File: src/rtl/eag_pkg.sv
package eag_pkg;
  typedef enum logic [2:0] {
    MODE_ABS     = 3'd0,
    MODE_REGIND  = 3'd1,
    MODE_DISP    = 3'd2,
    MODE_BIDX    = 3'd3,
    MODE_SCALED  = 3'd4,
    MODE_PCREL   = 3'd5,
    MODE_POSTINC = 3'd6,
    MODE_PREIDX  = 3'd7
  } eag_mode_e;

  localparam logic [1:0] DSZ_8  = 2'd0;
  localparam logic [1:0] DSZ_16 = 2'd1;

  function automatic logic is_update_mode(input logic [2:0] m);
    return (m == MODE_POSTINC) || (m == MODE_PREIDX);
  endfunction
endpackage

File: src/rtl/eag_disp_ext.sv
module eag_disp_ext #(
  parameter int AW = 32
) (
  input  logic [AW-1:0] disp_raw,
  input  logic [1:0]    disp_size,
  output logic [AW-1:0] disp_ext
);
  import eag_pkg::*;

  localparam int PAD8  = AW - 8;
  localparam int PAD16 = AW - 16;

  always_comb begin
    case (disp_size)
      DSZ_8:   disp_ext = {{PAD8{disp_raw[7]}}, disp_raw[7:0]};
      DSZ_16:  disp_ext = {{PAD16{disp_raw[15]}}, disp_raw[15:0]};
      default: disp_ext = disp_raw;
    endcase
  end
endmodule

File: src/rtl/eag_calc.sv
module eag_calc #(
  parameter int AW = 32
) (
  input  logic [2:0]    mode,
  input  logic [AW-1:0] base,
  input  logic [AW-1:0] index,
  input  logic [AW-1:0] disp,
  input  logic [1:0]    scale,
  input  logic [1:0]    acc_size,
  input  logic [AW-1:0] pc,
  output logic [AW-1:0] addr,
  output logic [AW-1:0] wb_val,
  output logic          wb_is_update
);
  import eag_pkg::*;

  function automatic logic [AW-1:0] scale_index(input logic [AW-1:0] x, input logic [1:0] sh);
    return x << sh;
  endfunction

  function automatic logic [AW-1:0] step_bytes(input logic [1:0] lg);
    return {{(AW-1){1'b0}}, 1'b1} << lg;
  endfunction

  logic [AW-1:0] base_term;
  logic [AW-1:0] idx_term;
  logic [AW-1:0] disp_term;
  logic [AW-1:0] scaled_idx;
  logic [AW-1:0] post_val;

  assign scaled_idx = scale_index(index, scale);
  assign post_val   = base + step_bytes(acc_size);

  always_comb begin
    case (mode)
      MODE_ABS:   base_term = '0;
      MODE_PCREL: base_term = pc;
      default:    base_term = base;
    endcase
  end

  always_comb begin
    case (mode)
      MODE_BIDX:   idx_term = index;
      MODE_SCALED: idx_term = scaled_idx;
      default:     idx_term = '0;
    endcase
  end

  always_comb begin
    case (mode)
      MODE_ABS, MODE_DISP, MODE_SCALED, MODE_PCREL, MODE_PREIDX: disp_term = disp;
      default: disp_term = '0;
    endcase
  end

  assign addr         = base_term + idx_term + disp_term;
  assign wb_is_update = is_update_mode(mode);
  assign wb_val       = (mode == MODE_POSTINC) ? post_val : addr;
endmodule

File: src/rtl/eag_top.sv
module eag_top #(
  parameter int AW = 32,
  parameter int RW = 5
) (
  input  logic          clk,
  input  logic          rst_n,
  input  logic          req_valid,
  input  logic [2:0]    req_mode,
  input  logic [AW-1:0] req_base,
  input  logic [AW-1:0] req_index,
  input  logic [AW-1:0] req_disp,
  input  logic [1:0]    req_disp_size,
  input  logic [1:0]    req_scale,
  input  logic [1:0]    req_acc_size,
  input  logic [AW-1:0] req_pc,
  input  logic [RW-1:0] req_base_reg,
  output logic          ea_valid,
  output logic [AW-1:0] ea_addr,
  output logic          wb_en,
  output logic [RW-1:0] wb_reg,
  output logic [AW-1:0] wb_data
);
  import eag_pkg::*;

  logic [AW-1:0] disp_ext;
  logic [AW-1:0] calc_addr;
  logic [AW-1:0] calc_wb;
  logic          calc_upd;

  eag_disp_ext #(.AW(AW)) u_ext (
    .disp_raw  (req_disp),
    .disp_size (req_disp_size),
    .disp_ext  (disp_ext)
  );

  eag_calc #(.AW(AW)) u_calc (
    .mode         (req_mode),
    .base         (req_base),
    .index        (req_index),
    .disp         (disp_ext),
    .scale        (req_scale),
    .acc_size     (req_acc_size),
    .pc           (req_pc),
    .addr         (calc_addr),
    .wb_val       (calc_wb),
    .wb_is_update (calc_upd)
  );

  always_ff @(posedge clk) begin
    if (!rst_n) begin
      ea_valid <= 1'b0;
      wb_en    <= 1'b0;
      ea_addr  <= '0;
      wb_reg   <= '0;
      wb_data  <= '0;
    end else begin
      ea_valid <= req_valid;
      wb_en    <= req_valid && calc_upd;
      if (req_valid) begin
        ea_addr <= calc_addr;
        wb_data <= calc_wb;
        wb_reg  <= req_base_reg;
      end
    end
  end

  // one-cycle result latency
  assert_latency_R1: assert property (@(posedge clk) disable iff (!rst_n)
    ea_valid == $past(req_valid));

  // absolute with full-width displacement returns it unchanged
  assert_abs_addr_R3: assert property (@(posedge clk) disable iff (!rst_n)
    $past(req_valid && req_mode == MODE_ABS && req_disp_size[1]) |-> ea_addr == $past(req_disp));

  // register-indirect returns the base
  assert_regind_R4: assert property (@(posedge clk) disable iff (!rst_n)
    $past(req_valid && req_mode == MODE_REGIND) |-> ea_addr == $past(req_base));

  // post-increment writes back base plus access size, address is base
  assert_postinc_R9: assert property (@(posedge clk) disable iff (!rst_n)
    $past(req_valid && req_mode == MODE_POSTINC) |->
      wb_en && ea_addr == $past(req_base) &&
      (wb_data - ea_addr) == ({{(AW-1){1'b0}}, 1'b1} << $past(req_acc_size)));

  // pre-indexed update writes back the address itself
  assert_preidx_R10: assert property (@(posedge clk) disable iff (!rst_n)
    $past(req_valid && req_mode == MODE_PREIDX) |-> wb_en && wb_data == ea_addr &&
      wb_reg == $past(req_base_reg));

  // no writeback without an update-mode result
  assert_no_wb_R11: assert property (@(posedge clk) disable iff (!rst_n)
    !$past(req_valid && (req_mode == MODE_POSTINC || req_mode == MODE_PREIDX)) |-> !wb_en);

  // a writeback strobe always accompanies a valid result
  assert_wb_valid_R11: assert property (@(posedge clk) disable iff (!rst_n)
    wb_en |-> ea_valid);
endmodule

File: config.mk
export PLATFORM = sky130hd
export DESIGN_NAME = eag_top
export DESIGN_NICKNAME = d
export VERILOG_FILES = /design/src/rtl/eag_pkg.sv /design/src/rtl/eag_disp_ext.sv /design/src/rtl/eag_calc.sv /design/src/rtl/eag_top.sv
export SDC_FILE = /design/constraint.sdc
export NUM_CORES = 1
export LEC_CHECK = 0
export BUFFER_PORTS_ARGS = -buffer_cell sky130_fd_sc_hd__buf_2
export CAP_MARGIN = 20
export CORE_MARGIN = 1
export CORE_UTILIZATION = 26
export DETAILED_ROUTE_END_ITERATION = 6
export GPL_TIMING_DRIVEN = 0
export PLACE_DENSITY = 0.47
export SLEW_MARGIN = 20
export SYNTH_ARGS = -nofsm -noshare
export SYNTH_HDL_FRONTEND = slang
export SYNTH_SLANG_ARGS = --single-unit
File: constraint.sdc
create_clock -name clk -period 6.5 [get_ports clk]
set_input_delay 1.3 -clock clk [delete_from_list [all_inputs] [get_ports clk]]
set_output_delay 1.3 -clock clk [all_outputs]
set_load 0.05 [all_outputs]
==> results of run 1 <==
synthesized netlist by cell type, drive strengths merged (14+ instances only):
cell type / number
a21oi: 55
dfxtp: 71
o21ai: 66
mux2i: 44
nand3: 30
xor2: 21
xnor2: 35
nor2: 87
nand2: 79
nor3: 14
a22o: 16
a22oi: 38
ha: 34
clkbuf: 48
inv: 60
nor2b: 21
fa: 33
o21a: 14
layout by cell type, fill, tap and decap left out, types with 14 or more instances in the layout:
cell type | synthesis | layout
dfxtp_1 | 71 | 71
nand3_1 | 28 | 28
inv_1 | 60 | 60
clkbuf_1 | 48 | 47
o21a_1 | 14 | 14
a22oi_1 | 37 | 37
buf_2 | 3 | 217
xnor2_1 | 34 | 34
mux2i_1 | 44 | 44
nor2_1 | 87 | 87
fa_1 | 33 | 33
a21oi_1 | 52 | 52
xor2_1 | 21 | 21
nor2b_1 | 20 | 20
nand2_1 | 79 | 79
a22o_1 | 16 | 16
o21ai_0 | 62 | 62
ha_1 | 34 | 34
worst paths after layout:
path / from / to / slack, ns / depth (start not counted)
worst min-delay path: wb_data[14] / wb_data[14] / 0.47 / 2
worst max-delay path: req_mode[1] / wb_data[29] / 0.38 / 20
worst min register to register: wb_data[14] / wb_data[14] / 0.47 / 2
worst max register to register: wb_data[17] / wb_data[17] / 5.67 / 2
cells by family (layout without fill, tap and decap cells):
group	Yosys count	count (layout)
flip-flops	71	71
AO/OA/AOI/OAI	275	275
buffers and inverters	118	348
adder cells (fa/ha/maj)	67	67
multiplexers	56	56
XOR/XNOR	56	56
AND/OR/NAND/NOR	295	295
other	0	2
metrics by stage:
step / setup WS, ns / total power [mW] / util / hold slack [ns]
2_1_floorplan: 1.141 / 1.489 / - / 0.6900
3_3_place_gp: 0.002073 / 1.885 / 0.3213 / 0.4571
3_5_place_dp: -0.04836 / 1.889 / 0.3213 / 0.4626
4_1_cts: 0.2796 / 2.383 / 0.3317 / 0.4725
5_1_grt: 0.05184 / 2.525 / 0.3318 / 0.4808
6_report: 0.3785 / 2.358 / 0.3319 / 0.4680
final cells by class:
cell class              instances  area, sq um  area share
multi-input cells             749         5564      0.6001
flip-flops and latches         71         1421      0.1533
repair buffers                214         1071      0.1155
well taps                     378        473.0     0.05101
clock buffers                  10        239.0     0.02577
inverters                      61        229.0     0.02469
plain buffers                  57        219.0     0.02361
clock inverters                 6        51.30    0.005532
diodes                          2        5.005   0.0005397
worst min-delay path, cell delays in order, from the launching register on:
cell and delay (ns):
dfxtp_1 0.30, nand2_1 0.06, a21oi_1 0.06
power breakdown:
part	internal, mW	total [mW]	switching, mW
Clock	0.273	0.481	0.207
Sequential	0.513	0.549	0.0365
Combinational	0.429	1.33	0.899
layer usage:
layer  vias up  wire, um  track usage
li1       3824         -            -
met1      3799     13670       0.2804
met2       293     15040       0.3745
met3        25      2110      0.03609
met4         0       397      0.03688
met5         -         0            0
what timing repair did:
| item | CTS | global route |
|---|---|---|
| endpoints found under the setup margin | 0 | 1 |
| resized for setup | 0 | 2 |
| endpoints found under the hold margin | 0 | 0 |
| hold buffers | 0 | 0 |
==> key figures, run 1 <==
Floorplan
  – Die width: 171.1 um
  – Die Span Y: 171.1 um
  – Core area: 27930 sq um
  – Die area: 29260 sq um
  – Row count: 61
  – I/O pins: 216
  – Initial Util: 0.2661

Synth
  – Post-Synth XOR/XNOR Area: 0.06700
  – Proportion of synthesized area in mux cells: 0.08653
  – Synth Area per Inst: 7.923 sq um
  – Syn Nets: ~1200
  – Simple-gate share of the synthesized area: 0.1933
  – Synth async-reset ratio: 0
  – Warnings from Yosys: 0
  – Post-synthesis cell count: 938
  – Yosys top cell by area: dfxtp_1
  – Compound-Gate Fraction of Synth Area: 0.2557
  – Top-area cell type share of the netlist area: 0.1912
  – Synth cell types: 79
  – Seq/Total Area, Yosys: 0.1912
  – Adder-cell share of the synthesized area: 0.1461
  – Post-synth EDFFs: 0
  – Ranking of synthesized cells by area: dfxtp_1 19%, fa_1 8.9%, mux2i_1 5.9%
  – Main combinational cell family by area after synthesis: compound AO/OA/AOI/OAI gates
  – Mapped cell area: 7432 sq um
  – Seq cells post-synth: 71
  – Top_reg_cell synth: dfxtp_1

Global route
  – Initial antenna violation count: 1
  – First-pass GRT wire length: 46480 um
  – Vias in the first global route: 7855
  – Pin count of the biggest net entering global routing: 15
  – Total Routing Usage GR: 0.2153
  – Grt ovf: 0

Power and ir drop
  – VDD IR max: 0.1243 mV
  – PD cells: 254.3 nW/um^2
  – Leakage power: 4.278 nW

Worst setup path
  – Worst setup EP type: register
  – Crit path max-delay family: buffers and inverters
  – CP cell instances: buf_2 -> and3b_1 -> clkbuf_1 -> clkbuf_1 -> nor2_1 -> clkbuf_1 -> nand2_1 -> fa_1 -> inv_1 -> ha_1 -> inv_1 -> fa_1 -> nor2b_1 -> o31a_1 -> o21ai_2 -> a2111o_1 -> nand3_1 -> xor2_1 -> nor2_1 -> a2111oi_2
  – Worst path arrival time: 6.36 ns
  – Critical path fanouts, max: 10
  – CP Data Required Time: 6.74 ns
  – Critical path buffers and inverters: 6
  – Slowest stage delay, CP: around 0.48 ns
  – Setup CP Type: input port to register
  – Most common cell on crit path: clkbuf_1
  – Slowest CP cell: fa_1
  – CP startpoint kind: input port

Cells and area
  – Fill cells: about 3200
  – Share of cells above drive strength 1: 0.2312
  – Design Area, Final: 9273 sq um
  – Final nets: 1375
  – Synth-to-layout area growth: 24.76%
  – Post-Layout Cell Count: 1548

Run
  – Max-Cap Viols: 0

Drt
  – Final wirelength: ~31000 um
  – Routed wire per std cell: just over 20 um
  – Routed Antenna Nets: 0
  – DR iter-0 viols: about 500
  – DR pass1 iterations: 5
  – DRC Markers: 0
  – Drt via density: 5.130
  – Vias: 7941

Place
  – HPWL after DPL: 26250 um
  – Final GP Congestion: 0.9016
  – Placed cell area: 8976 sq um
  – PortBufs: between 200 and 250
  – Placed insts: 1530

Timing
  – Fmax achieved: 0.1634 GHz
  – Max Clock Skew: 0 ns
  – Final Hold Fails: 0
  – Final min period: 6.121 ns
  – Setup TNS: 0 ns
  – Final Max Slew Viols: 0
  – RSZ-0062 raised after global routing: no
  – Max-slew headroom: 0.4594
  – Final Cycle Share: 0.9418
  – Final setup viols: 0
  – Slew @ Worst Pin: approximately 0.8 ns

Min path
  – Worst min path class: register to register

Clock tree
  – CTS tree: yes
  – CTS buffer count: 9
  – Clk Tree Root Cell: clkbuf_16
  – CTS max path bufs: 2
  – Postcts setup bufs: 0
  – CTS Sinks: 71
  – CTS HTree Levels: 3
  – Clock Latency Late Sink: 0.34 ns
  – Worst-path clk slew: 0.07 ns

Status
  – Run status: finished, final reports clean
No activity file was read; power rests on OpenSTA's default activity.
==> run 2, diff against run 1 <==
--- a/config.mk
+++ b/config.mk
@@ -8,10 +8,10 @@
 export BUFFER_PORTS_ARGS = -buffer_cell sky130_fd_sc_hd__buf_2
 export CAP_MARGIN = 20
 export CORE_MARGIN = 1
-export CORE_UTILIZATION = 26
+export CORE_UTILIZATION = 30
 export DETAILED_ROUTE_END_ITERATION = 6
 export GPL_TIMING_DRIVEN = 0
-export PLACE_DENSITY = 0.47
+export PLACE_DENSITY = 0.52
 export SLEW_MARGIN = 20
 export SYNTH_ARGS = -nofsm -noshare
 export SYNTH_HDL_FRONTEND = slang
==> key figures, run 2 (same netlist as run 1, synthesis figures left out) <==
Status
  – Run status: finished, final reports clean

Worst setup path
  – CP Data Required Time: 6.74 ns (about the same)
  – Slowest CP cell: clkbuf_1
  – Slowest stage delay, CP: 0.59 ns (+0.11 ns)
  – Setup CP Type: input port to register
  – Worst path arrival time: 6.41 ns (+0.05 ns)
  – CP cell instances: clkbuf_1 -> buf_1 -> clkbuf_1 -> mux2i_1 -> nor3b_1 -> a21oi_1 -> fa_1 -> inv_1 -> ha_1 -> inv_1 -> fa_1 -> nor2b_1 -> o31a_1 -> o21ai_2 -> a2111o_1 -> nand3_1 -> xor2_1 -> nor2_1 -> a2111oi_2
  – Worst setup EP type: register
  – Critical path fanouts, max: 10 (unchanged)
  – CP startpoint kind: input port

Floorplan
  – Die Span Y: 159.4 um (-6.8%)
  – Row count: 57 (-6.6%)
  – Initial Util: 0.3056 (+0.03955)
  – Die width: 159.4 um (-6.8%)
  – Core area: 24320 sq um (-13%)
  – Die area: 25410 sq um (-13%)
  – I/O pins: 216 (unchanged)

Power and ir drop
  – Leakage power: 4.291 nW (+0.30%)
  – PD cells: 261.0 nW/um^2 (+2.7%)
  – VDD IR max: 0.1385 mV (+11%)

Timing
  – Max Clock Skew: 0 ns (unchanged)
  – Max-slew headroom: 0.4244 (-0.03501)
  – Fmax achieved: 0.1621 GHz (-0.80%)
  – Final Hold Fails: 0 (unchanged)
  – Slew @ Worst Pin: 0.8544 ns (+0.05197 ns)
  – Final Max Slew Viols: 0 (unchanged)
  – Final setup viols: 0 (unchanged)
  – Setup TNS: 0 ns (unchanged)
  – Final min period: 6.171 ns (+0.04915 ns)
  – RSZ-0062 raised after global routing: no
  – Final Cycle Share: 0.9493 (+0.007562)

Clock tree
  – CTS HTree Levels: 3 (unchanged)
  – CTS Sinks: 71 (unchanged)
  – Worst-path clk slew: 0.07 ns (about the same)
  – Clock Latency Late Sink: 0.34 ns (about the same)
  – Post-CTS sizing: 0 (unchanged)
  – Postcts setup bufs: 0 (unchanged)
  – CTS buffer count: 9 (unchanged)
  – CTS max path bufs: 2 (unchanged)
  – Clk Tree Root Cell: clkbuf_16
  – CTS tree: yes
  – CTS Hold Bufs: 0 (unchanged)

Cells and area
  – Synth-to-layout area growth: 24.39%
  – Final nets: 1375 (unchanged)
  – Reg area: 1421 sq um (unchanged)
  – Commonest non-fill, non-tap cell in the layout: buf_2
  – Fill cells: 2661 (-16%)
  – Most frequent cells in the layout: 217 x buf_2, 87 x nor2_1, 79 x nand2_1, 71 x dfxtp_1, 62 x o21ai_0
  – Multi-input gate area: 5564 sq um (unchanged)
  – Share of cells above drive strength 1: 0.2303 (-0.0008562)
  – Design Area, Final: 9245 sq um (-0.30%)

Drt
  – Final wirelength: 29770 um (-4.7%)
  – DRC Markers: 0 (unchanged)
  – Top layer in use: met4
  – DR iter-0 viols: 534 (+7.2%)
  – Met3 routed WL: 1930 um (-8.5%)
  – Routed Antenna Nets: 0 (unchanged)
  – Routed wire per std cell: 19.93 um (-1.2%)
  – Vias: 8021 (+1.0%)
  – Drt via density: 5.369 (+4.7%)
  – Wl on met1: 13180 um (-3.6%)
  – DR pass1 iterations: 5 (unchanged)
  – WL met2: 14150 um (-5.9%)

Global route
  – Total Routing Usage GR: 0.2325 (+0.01713)
  – Initial antenna violation count: 2 (+1)
  – Vias in the first global route: 7853 (-0.025%)
  – First-pass GRT wire length: 45270 um (-2.6%)
  – Pin count of the biggest net entering global routing: 14 (-1)
  – Grt ovf: 0 (unchanged)

Place
  – Final GP Congestion: 0.9121 (+1.2%)
  – Placed cell area: 8909 sq um (-0.75%)
  – PortBufs: 214 (unchanged)
  – HPWL after DPL: 24970 um (-4.9%)

Run
  – Max-Cap Viols: 0 (unchanged)

Min path
  – Worst min path class: register to register
[run 2: area by class of cell]
class | instances | share of cell area
diodes | 2 | 0.0005413
plain buffers | 57 | 0.02355
clock buffers | 10 | 0.02585
multi-input cells | 749 | 0.6018
well taps | 324 | 0.04385
inverters | 61 | 0.02477
repair buffers | 214 | 0.1158
flip-flops and latches | 71 | 0.1537
clock inverters | 6 | 0.01001
[run 2: critical path, delay by kind of cell]
family                   cells  cell delay (ns)
buffers and inverters        5             1.50
AO/OA/AOI/OAI                5             1.42
AND/OR/NAND/NOR              4             0.50
XOR/XNOR                     1             0.36
adder cells (fa/ha/maj)      3             1.02
multiplexers                 1             0.31
[run 2: through the flow]
stage,setup slack (ns),total power [mW],cells,hold slack (ns),util
3_5_place_dp,0.05290,1.875,1476,0.4569,0.3663
4_1_cts,0.3715,2.431,1492,0.4647,0.3799
2_1_floorplan,1.141,1.489,938,0.6900,-
6_report,0.3294,2.413,1494,0.4610,0.3802
3_3_place_gp,0.02265,1.872,1476,0.4558,0.3663
5_1_grt,0.07027,2.564,1493,0.4980,0.3800
[run 2: worst paths after layout]
| path | startpoint | to | slack, ns | cells after the start |
|---|---|---|---|---|
| setup / recovery | req_scale[0] | wb_data[29] | 0.33 | 19 |
| hold reg to reg | wb_data[23] | wb_data[23] | 0.46 | 2 |
| setup reg to reg | wb_data[17] | wb_data[17] | 5.71 | 2 |
| hold / removal | wb_data[23] | wb_data[23] | 0.46 | 2 |
[run 2: report_power, final]
group | internal (mW) | switching (mW) | total [mW]
sequential | 0.513 | 0.0404 | 0.554
clock | 0.348 | 0.199 | 0.548
combinational | 0.428 | 0.884 | 1.31
[run 2: layer usage]
metal / vias up / GRT usage
met4: 0 / 0.04589
li1: 3825 / -
met5: - / 0
met2: 294 / 0.4011
met3: 35 / 0.03751
met1: 3867 / 0.3053
==> run 3, diff against run 2 <==
--- a/config.mk
+++ b/config.mk
@@ -5,13 +5,13 @@
 export SDC_FILE = /design/constraint.sdc
 export NUM_CORES = 1
 export LEC_CHECK = 0
+export ABC_AREA = 1
 export BUFFER_PORTS_ARGS = -buffer_cell sky130_fd_sc_hd__buf_2
-export CAP_MARGIN = 20
 export CORE_MARGIN = 1
 export CORE_UTILIZATION = 30
 export DETAILED_ROUTE_END_ITERATION = 6
 export GPL_TIMING_DRIVEN = 0
-export PLACE_DENSITY = 0.52
+export PLACE_DENSITY = 0.51
 export SLEW_MARGIN = 20
 export SYNTH_ARGS = -nofsm -noshare
 export SYNTH_HDL_FRONTEND = slang
==> key figures, run 3 <==
Clock tree
  – CTS max path bufs: 2 (unchanged)
  – CTS HTree Levels: 3 (unchanged)
  – Worst-path clk slew: 0.06 ns (about the same)
  – Postcts setup bufs: 0 (unchanged)
  – CTS Hold Bufs: 0 (unchanged)
  – CTS buffer count: 9 (unchanged)
  – Clk Tree Root Cell: clkbuf_16
  – Post-CTS sizing: 0 (unchanged)
  – Clock Latency Late Sink: 0.33 ns (about the same)
  – CTS Sinks: 71 (unchanged)
  – CTS tree: yes

Power and ir drop
  – Clock power share: 0.197 (-0.030)
  – Sw power: 1.190 mW (+5.9%)
  – PD cells: 225.4 nW/um^2 (-14%)
  – Sequential share of power: 0.229 (about the same)
  – Net Sw Frac: 0.5099 (+0.04426)
  – VDD IR max: 0.1144 mV (-17%)
  – Logic pwr share: 0.574 (+0.030)
  – Leakage power: 5.747 nW (+34%)
  – Internal: 1.144 mW (-11%)
  – Power Total: 2.335 mW (-3.3%)

Place
  – Dpl ws: 1.219 ns (+1.166 ns)
  – HPWL after DPL: 33720 um (+35%)
  – Placed insts: 2069 (+40%)
  – PortBufs: 213 (-0.47%)
  – Final GP Congestion: 0.9609 (+5.4%)

Worst setup path
  – Most common cell on crit path: nand3_1
  – Critical path fanouts, max: 10 (unchanged)
  – Crit path max-delay family: simple AND/OR/NAND/NOR gates
  – CP startpoint: req_mode[0]
  – CP cell instances: buf_2 -> nor3_1 -> clkbuf_1 -> nand2_1 -> nor2_1 -> a21oi_1 -> fa_1 -> inv_1 -> ha_1 -> inv_1 -> fa_1 -> o21bai_1 -> nand2_1 -> nand3_1 -> nand2_1 -> nand3_1 -> nand3_1 -> nand3_1 -> a21oi_1
  – Critical path buffers and inverters: 4 (-1)
  – Reg2reg start: ea_addr[6]
  – Worst setup EP type: register
  – Slowest CP cell: clkbuf_1
  – Slowest stage delay, CP: 0.52 ns (-0.07 ns)
  – R2R Path End: ea_addr[6]
  – Crit path to: wb_data[21]
  – CP Depth: 19 (unchanged)
  – Setup CP Type: input port to register
  – CP Data Required Time: 6.70 ns (-0.04 ns)
  – Reg2reg setup slack: 5.76 ns (+0.05 ns)
  – CP startpoint kind: input port
  – Reg2reg path depth: 4 (+2)
  – Worst path arrival time: 5.22 ns (-1.19 ns)

Global route
  – Initial antenna violation count: 2 (unchanged)
  – Pin count of the biggest net entering global routing: 14 (unchanged)
  – Vias in the first global route: 9988 (+27%)
  – First-pass GRT wire length: 57710 um (+27%)
  – Grt ovf: 0 (unchanged)
  – Total Routing Usage GR: 0.2687 (+0.03628)

Floorplan
  – I/O pins: 216 (unchanged)
  – Die width: 170.8 um (+7.1%)
  – Core area: 27930 sq um (+15%)
  – Row count: 61 (+7.0%)
  – Die Span Y: 170.8 um (+7.1%)
  – Initial Util: 0.3059 (about the same)
  – Die area: 29160 sq um (+15%)

Timing
  – Final setup margin: 1.485 ns (+1.155 ns)
  – Final Cycle Share: 0.7716 (-0.1777)
  – Max-slew headroom: 0.4939 (+0.06954)
  – Max Clock Skew: 0 ns (unchanged)
  – RSZ-0062 raised after global routing: no
  – Fmax achieved: 0.1994 GHz (+23%)
  – Final Hold Fails: 0 (unchanged)
  – Final setup viols: 0 (unchanged)
  – Final min period: 5.015 ns (-1.155 ns)
  – Slew @ Worst Pin: 0.7591 ns (-0.09528 ns)
  – Setup TNS: 0 ns (unchanged)
  – Final Max Slew Viols: 0 (unchanged)

Cells and area
  – Commonest non-fill, non-tap cell in the layout: nand2_1
  – Final nets: 1914 (+39%)
  – Post-Layout Cell Count: 2085 (+40%)
  – Most frequent cells in the layout: 410 x nand2_1, 286 x inv_1, 218 x buf_2, 124 x nand3_1, 123 x nor2_1
  – Share of cells above drive strength 1: 0.1547 (-0.07565)
  – Synth-to-layout area growth: 21.22%
  – Number of antenna diodes: 0 (-2)
  – Core Util, Final: 0.3708 (-0.009373)

Synth
  – Synth top cells by count: 410 x nand2_1, 286 x inv_1, 124 x nand3_1, 123 x nor2_1, 91 x o21ai_0
  – Synth cell types: 38 (-52%)
  – Top_reg_cell synth: dfxtp_1
  – Most numerous cell in the Yosys netlist: nand2_1
  – Seq cells post-synth: 71 (unchanged)
  – Seq/Total Area, Yosys: 0.1663 (-0.02490)
  – Warnings from Yosys: 0 (unchanged)
  – Ranking of synthesized cells by area: nand2_1 18%, dfxtp_1 17%, inv_1 13%
  – Post-synthesis cell count: 1478 (+58%)
  – Top-area cell type share of the netlist area: 0.1801 (-0.01113)
  – Mapped cell area: 8544 sq um (+15%)
  – Synth async-reset ratio: 0 (unchanged)
  – Post-synth EDFFs: 0 (unchanged)
  – Syn Nets: 1690 (+47%)
  – Yosys top cell by area: nand2_1
  – Synth Area per Inst: 5.781 sq um (-27%)

Min path
  – Worst min path class: register to register
  – Worst hold path depth: 2 (unchanged)

Drt
  – Routed Antenna Nets: 0 (unchanged)
  – Vias: 10228 (+28%)
  – Final wirelength: 38810 um (+30%)
  – Drt via density: 4.906 (-8.6%)
  – DRC Markers: 0 (unchanged)
  – DR iter-0 viols: 735 (+38%)
  – Routed wire per std cell: 18.61 um (-6.6%)
  – DR pass1 iterations: 7 (+2)

Status
  – Run status: finished, final reports clean

Run
  – Max-Cap Viols: 0 (unchanged)
run 3: power by group through the flow:
stage / combinational [mW] / sequential [mW] / clock [mW]
finish: 1.34 / 0.534 / 0.460
global route: 1.48 / 0.540 / 0.486
CTS: 1.34 / 0.534 / 0.466
detailed placement: 1.34 / 0.543 / 0
global placement: 1.33 / 0.542 / 0
floorplan: 0.687 / 0.758 / 0
run 3: worst reg2reg max path: cells and delay by family, from the launching register on:
family                 cells  cell delay, ns
and+or+nand+nor            2            0.16
DFF                        1            0.34
AOI/OAI and AO/OA          1            0.12
buffers and inverters      1            0.07
run 3: stage by stage:
step                      hold WS [ns]  area, sq um
after floorplan                 0.6888         8544
after global placement          0.4554        10080
after detailed placement        0.4525        10080
after CTS                       0.4625        10360
after global routing            0.4869        10360
final                           0.4610        10360
run 3: cells by family (layout without fill, tap and decap cells):
logic type | after synthesis | count (layout) | share of synthesized area
compound gates | 257 | 257 | 0.1791
xor+xnor | 18 | 18 | 0.01845
fa+ha+maj | 67 | 67 | 0.1271
buf+inv | 348 | 577 | 0.1536
flops | 71 | 71 | 0.1663
mux | 3 | 3 | 0.003515
simple gates | 714 | 714 | 0.3519
run 3: worst min path at each step:
stage	startpoint	endpoint	slack (ns)
floorplan	wb_data[26]	wb_data[26]	0.69
global placement	wb_data[16]	wb_data[16]	0.46
detailed placement	wb_data[8]	wb_data[8]	0.45
CTS	wb_data[8]	wb_data[8]	0.46
global route	wb_data[30]	wb_data[30]	0.49
finish	wb_data[16]	wb_data[16]	0.46
run 3: layout make-up:
| class | instances | area, sq um |
|---|---|---|
| Buffer | 53 | 205.2 |
| Clock buffer | 9 | 225.2 |
| Clock inverter | 7 | 48.80 |
| Fill cell | 3312 | 17580 |
| Inverter | 295 | 1107 |
| Multi-Input combinational cell | 1059 | 5811 |
| Sequential cell | 71 | 1421 |
| Tap cell | 378 | 473.0 |
| Timing Repair Buffer | 213 | 1066 |
run 3: metal layers:
| metal | wire length, um | GRT usage | up-vias |
|---|---|---|---|
| li1 | - | - | 5153 |
| met5 | 22 | 0 | - |
| met4 | 644 | 0.04975 | 4 |
| met3 | 1987 | 0.03424 | 37 |
| met2 | 18450 | 0.4706 | 285 |
| met1 | 17710 | 0.3524 | 4749 |
